File: config.mk
export PLATFORM = sky130hd
export DESIGN_NAME = aas_strobe_gen
export DESIGN_NICKNAME = d
export VERILOG_FILES = /design/src/rtl/aas_pkg.sv /design/src/rtl/aas_cfg_reg.sv /design/src/rtl/aas_match.sv /design/src/rtl/aas_strobe_gen.sv
export SDC_FILE = /design/constraint.sdc
export NUM_CORES = 1
export LEC_CHECK = 0
export CAP_MARGIN = 25
export CORE_UTILIZATION = 41
export CTS_CLUSTER_SIZE = 25
export DETAILED_ROUTE_END_ITERATION = 8
export GPL_ROUTABILITY_DRIVEN = 0
export HOLD_SLACK_MARGIN = 0.02
export MAX_ROUTING_LAYER = met4
export PLACE_DENSITY = 0.86
export SKIP_CTS_REPAIR_TIMING = 1
export SYNTH_ARGS = -nofsm -noshare
export SYNTH_HDL_FRONTEND = slang
export SYNTH_SLANG_ARGS = --single-unit
File: constraint.sdc
create_clock -name clk -period 4.4 [get_ports clk]
set_input_delay 0.88 -clock clk [delete_from_list [all_inputs] [get_ports clk]]
set_output_delay 0.88 -clock clk [all_outputs]
set_load 0.1 [all_outputs]
File: src/rtl/aas_pkg.sv
package aas_pkg;

    // Memory space codes carried on acc_space
    typedef enum logic [1:0] {
        SPACE_PROG  = 2'b00,
        SPACE_XDATA = 2'b01,
        SPACE_YDATA = 2'b10,
        SPACE_NONE  = 2'b11
    } space_e;

    // Control bits of the configuration word
    typedef struct packed {
        logic       pol;   // 1: active high strobe
        logic [2:0] en;    // {y, x, prog}
    } ctl_t;

    localparam int EN_LSB      = 0;
    localparam int POL_BIT     = 3;
    localparam int CNT_LSB     = 4;
    localparam int CNT_FIELD_W = 4;
    localparam int BASE_LSB    = CNT_LSB + CNT_FIELD_W;

    function automatic logic space_enabled(input ctl_t c, input space_e s);
        case (s)
            SPACE_PROG:  return c.en[0];
            SPACE_XDATA: return c.en[1];
            SPACE_YDATA: return c.en[2];
            default:     return 1'b0;
        endcase
    endfunction

endpackage

File: src/rtl/aas_cfg_reg.sv
module aas_cfg_reg
    import aas_pkg::*;
#(
    parameter int BASE_W = 12,
    parameter int CFG_W  = 24
) (
    input  logic                   clk,
    input  logic                   rst,
    input  logic                   wr_en,
    input  logic [CFG_W-1:0]       wr_data,
    output ctl_t                   ctl,
    output logic [CNT_FIELD_W-1:0] count,
    output logic [BASE_W-1:0]      base,
    output logic [CFG_W-1:0]       rd_data
);
    localparam int USED_W = BASE_LSB + BASE_W;
    localparam int RSV_W  = CFG_W - USED_W;

    logic [CNT_FIELD_W-1:0] wr_count;
    logic [CNT_FIELD_W-1:0] wr_count_sat;

    assign wr_count     = wr_data[CNT_LSB +: CNT_FIELD_W];
    assign wr_count_sat = (int'(wr_count) > BASE_W) ? CNT_FIELD_W'(BASE_W) : wr_count;

    always_ff @(posedge clk) begin
        if (rst) begin
            ctl   <= '0;
            count <= '0;
            base  <= '0;
        end else if (wr_en) begin
            ctl.en  <= wr_data[EN_LSB +: 3];
            ctl.pol <= wr_data[POL_BIT];
            count   <= wr_count_sat;
            base    <= wr_data[BASE_LSB +: BASE_W];
        end
    end

    generate
        if (RSV_W > 0) begin : g_rsv
            assign rd_data = {{RSV_W{1'b0}}, base, count, ctl.pol, ctl.en};
        end else begin : g_norsv
            assign rd_data = {base, count, ctl.pol, ctl.en};
        end
    endgenerate

    // stored count never exceeds the compare field width
    a_r1_count_saturated: assert property (@(posedge clk) disable iff (rst)
        int'(count) <= BASE_W);

    // reset clears the whole word
    a_r3_reset_clears: assert property (@(posedge clk)
        rst |=> (rd_data == '0));

endmodule

File: src/rtl/aas_match.sv
module aas_match
    import aas_pkg::*;
#(
    parameter int BASE_W = 12
) (
    input  logic [BASE_W-1:0]      addr_hi,
    input  logic [BASE_W-1:0]      base,
    input  logic [CNT_FIELD_W-1:0] count,
    output logic                   hit
);
    logic [BASE_W-1:0] bit_ok;

    // Bit i takes part when it lies within the top `count` bits
    generate
        for (genvar i = 0; i < BASE_W; i++) begin : g_bit
            logic used;
            assign used      = (int'(count) + i) >= BASE_W;
            assign bit_ok[i] = !used || (addr_hi[i] == base[i]);
        end
    endgenerate

    assign hit = &bit_ok;

endmodule

File: src/rtl/aas_strobe_gen.sv
module aas_strobe_gen
    import aas_pkg::*;
#(
    parameter int ADDR_W = 24,
    parameter int BASE_W = 12,
    parameter int CFG_W  = 24
) (
    input  logic              clk,
    input  logic              rst,
    input  logic              cfg_wr,
    input  logic [CFG_W-1:0]  cfg_wdata,
    output logic [CFG_W-1:0]  cfg_rdata,
    input  logic              acc_valid,
    input  logic [1:0]        acc_space,
    input  logic [ADDR_W-1:0] acc_addr,
    output logic              attr_strobe
);
    localparam int LO_W = ADDR_W - BASE_W;

    ctl_t                   ctl;
    logic [CNT_FIELD_W-1:0] count;
    logic [BASE_W-1:0]      base;
    logic [BASE_W-1:0]      addr_hi;
    logic                   hit;
    logic                   space_ok;
    logic                   fire;
    logic                   unused_addr_lo;

    assign addr_hi        = acc_addr[ADDR_W-1 -: BASE_W];
    assign unused_addr_lo = ^acc_addr[LO_W-1:0];

    aas_cfg_reg #(.BASE_W(BASE_W), .CFG_W(CFG_W)) u_cfg (
        .clk     (clk),
        .rst     (rst),
        .wr_en   (cfg_wr),
        .wr_data (cfg_wdata),
        .ctl     (ctl),
        .count   (count),
        .base    (base),
        .rd_data (cfg_rdata)
    );

    aas_match #(.BASE_W(BASE_W)) u_match (
        .addr_hi (addr_hi),
        .base    (base),
        .count   (count),
        .hit     (hit)
    );

    assign space_ok = space_enabled(ctl, space_e'(acc_space));
    assign fire     = acc_valid && space_ok && hit;

    always_ff @(posedge clk) begin
        if (rst) attr_strobe <= 1'b1;
        else     attr_strobe <= fire ? ctl.pol : ~ctl.pol;
    end

    // idle cycle yields the inactive level next cycle
    a_r8_idle_inactive: assert property (@(posedge clk) disable iff (rst)
        !acc_valid |=> (attr_strobe == !$past(ctl.pol)));

    // disabled space or reserved code never activates
    a_r4_disabled_space: assert property (@(posedge clk) disable iff (rst)
        (acc_valid && !space_ok) |=> (attr_strobe == !$past(ctl.pol)));

    // zero compare count matches any address in an enabled space
    a_r6_count_zero_hits: assert property (@(posedge clk) disable iff (rst)
        (acc_valid && space_ok && count == '0) |=> (attr_strobe == $past(ctl.pol)));

    // reserved read-back bits are zero
    a_r2_reserved_zero: assert property (@(posedge clk) disable iff (rst)
        cfg_rdata[CFG_W-1:BASE_LSB+BASE_W] == '0);

endmodule

==> key figures <==
Outcome
  • Status: finished clean

Synth
  • Synth Cell Area: 0.00135 mm²
  • Sequential fraction of the synthesis area: slightly above 30%
  • Compound-cell area share of the yosys netlist: between 10% and 20%
  • Mapped Cells: 156
  • Yosys Warn Count: 0
  • Synth Area in Simple Gates: 16.9%
  • Post-synthesis register bit count: 21
  • Post-synthesis xor/xnor area fraction: 9.09%
  • Synth Area in Adders: roughly 4.6%
  • Yosys cell types: 35
  • Post-Syn Area per Cell: between 8 and 9 µm²
  • Multiplexer share of the synthesized area: 15.6%
  • Largest family of logic cells by synthesized area: simple AND/OR/NAND/NOR gates

Layout
  • Filler instances: between 200 and 300
  • Share of layout cells above drive strength 1: 3.37%
  • Multi-input gate area: 847 µm²
  • Layout net count: 268
  • Reg area: 420 µm²
  • Layout Area Growth over Synthesis: 46.2%
  • Number of antenna diodes: 0

Pwr
  • Clock power share: 17.3%
  • Switching pwr: 216 µW
  • Sw frac: about two fifths
  • Cell Int Power: roughly 320 µW
  • Comb power frac: 41.9%
  • Lkg Pwr: 0.767 nW
  • Peak VDD IR: 173 µV
  • Flop pwr share: between 40% and 50%
  • Power Dens Cells: 271 mW/mm²

Global route
  • GRT overflow: 0
  • Vias in the first global route: 1190
  • First-pass GRT wire length: 5110 µm
  • Number of antenna violations at the first check in global routing: 0
  • Largest net degree at the start of global routing: 23
  • Gr usage total: 19.4%

Clock network
  • H-Tree Level Count: 1
  • Clock sink count: 21
  • Clock Tree Buf Depth: 2
  • Num CTS Buffers: 3
  • Clk pin slew, worst setup/hold paths: roughly 0.11 ns
  • Clock root buffer master: clkbuf_4
  • CTS tree: built
  • Clock Latency Late Sink: 0.30 ns

Die
  • Initial core utilization: 43.8%
  • Die height: 59.4 µm
  • Site row count: 20
  • Core area: 0.00308 mm²
  • Die Wd: 59.4 µm
  • I/O pin total: 79
  • Die Area: around 0.0035 mm²

Job
  • MaxCap Viol Count: 0

STA
  • Pins Over Slew Limit: 0
  • Min cycle time layout: 3.15 ns
  • Fmax achieved: approximately 320 MHz
  • Tcrit/Tclk final: 71.6%
  • Setup violators final: 0
  • Slew HR: 34.5%
  • Final setup slack of the worst path: 1.25 ns
  • Setup_tns: 0 ns
  • Slew @ Worst Pin: approximately 1 ns
  • RSZ-0062 raised after global routing: no
  • Fin Clk Skew: ~0.0048 ns
  • Final Hold Viols: 0

Hold path
  • HP Class: flop to flop
  • Hold path start: u_cfg.ctl[0]

Placement
  • Final HPWL DP: approximately 2400 µm
  • I/O Buffers: 58
  • Setup WS pre-CTS: 1.59 ns

Drt
  • Vias/cell: approximately 5
  • Routed len/inst: between 10 and 15 µm
  • First-pass detailed-route iteration total: 6
  • Via count: 1260
  • Iter 0 DRT Violations: 23
  • Drt total wl: roughly 3100 µm
  • DRC: 0
  • Final ANT Viol Nets: 0

Critical path
  • Peak per-stage delay on the critical path: about 1.3 ns
  • Crit-path max FO: 18
  • CP startpoint: u_cfg.count[3]
  • Critical Path RT: 3.52 ns
  • Worst setup SP type: flop
  • Critical path, cell by cell: clkdlybuf4s50_1
  • Slowest CP cell: clkdlybuf4s50_1
  • Critical path data arrival time: 2.27 ns
  • CP endpoint kind: primary output
  • Top delay family on crit path: buffers and inverters
  • Crit Reg-Reg Startpoint: u_cfg.count[2]
  • Setup CP Type: flop to primary output
  • Combined buffer and inverter count along the critical path: 1
[state kept, by name, summed over array words and instances, names as in the netlist]
name	flops
u_cfg.base	12
u_cfg.count	4
u_cfg.ctl	4
attr_strobe	1
[path summary, 6_finish.rpt]
| check | endpoint | slack [ns] | cells past startpoint |
|---|---|---|---|
| worst max-delay path | cfg_rdata[7] | 1.25 | 1 |
| worst min-delay path | u_cfg.ctl[0] | 0.54 | 2 |
| worst min register to register | u_cfg.ctl[0] | 0.54 | 2 |
| worst max register to register | attr_strobe | 1.71 | 8 |
[through the flow]
step	hold slack [ns]	utilization (%)	std cells	area [µm²]	power, mW
final	0.543	64.1	252	1970	0.535
after global routing	0.581	64.1	252	1970	0.560
after CTS	0.549	64.1	252	1970	0.536
after detailed placement	0.518	63.2	248	1950	0.446
after global placement	0.507	62.3	247	1920	0.441
after floorplan	0.953	-	159	1360	0.379
[cell type report]
cell class	count	area share [%]
repair buffers	59	30.8
flip-flops and latches	21	21.3
inverters	4	0.761
multi-input cells	120	43.0
clock buffers	4	1.33
well taps	44	2.79
[synthesized netlist by cell type (all sizes together)]
cell type	count	share of area [%]
a2111oi	2	2.2
a211o	1	0.65
a211oi	2	1.1
a21oi	9	3.3
a221oi	1	1.1
a32o	1	0.74
a32oi	1	0.65
buf	12	5.2
clkbuf	2	0.56
conb	1	0.28
dfxtp	21	31
ha	5	4.6
inv	4	1.1
mux2i	21	16
nand2	7	1.9
nand2b	3	1.4
nand3	4	1.5
nand3b	1	0.56
nand4	2	0.93
nand4b	1	0.65
nor2	20	5.6
nor2b	6	2.8
nor3	3	1.1
nor4	1	0.46
o21ai	5	1.9
o22ai	1	0.46
o311a	1	0.74
o31a	1	0.65
o31ai	1	0.56
o32a	1	0.74
o32ai	1	0.65
xnor2	10	6.5
xor2	4	2.6
[placed cells by master, fill, tap and decap left out, types with 5 or more instances in the layout]
master	count
a21oi_1	9
clkdlybuf4s50_1	58
dfxtp_1	21
ha_1	5
mux2i_1	21
nand2_1	7
nor2_1	20
nor2b_1	6
o21ai_0	5
xnor2_1	10
[power by group through the flow]
stage               Sequential [mW]  Combinational (mW)  Clock, mW
floorplan                     0.295              0.0842          0
global placement              0.222               0.219          0
detailed placement            0.223               0.224          0
CTS                           0.218               0.224     0.0935
global route                  0.221               0.235      0.103
finish                        0.219               0.224     0.0923
[per-layer routing]
| metal | vias up | global-route usage (%) | wire (µm) |
|---|---|---|---|
| met5 | - | - | 0 |
| met3 | 2 | 1.75 | 134 |
| met2 | 41 | 31.6 | 1500 |
| li1 | 645 | - | - |
| met1 | 572 | 25.7 | 1470 |
| met4 | 0 | 5.10 | 20 |
[worst register-to-register path, stage by stage, from the launching register on]
cell and delay (ns):
dfxtp_1 0.72, inv_1 0.29, ha_1 0.38, nor2b_1 0.15, a221oi_2 0.21, mux2i_1 0.15, a2111oi_2 0.37, nand4_1 0.17
mux2i_1 0.16
[logic make-up (layout without fill, tap and decap cells)]
kind of cell	Yosys count	count (layout)
buffers and inverters	18	67
and+or+nand+nor	48	48
other	1	4
DFF	21	21
AOI/OAI and AO/OA	28	28
xor gates and xnor gates	14	14
muxes	21	21
adders and majority gates	5	5
(Power assumes the default switching activity.)
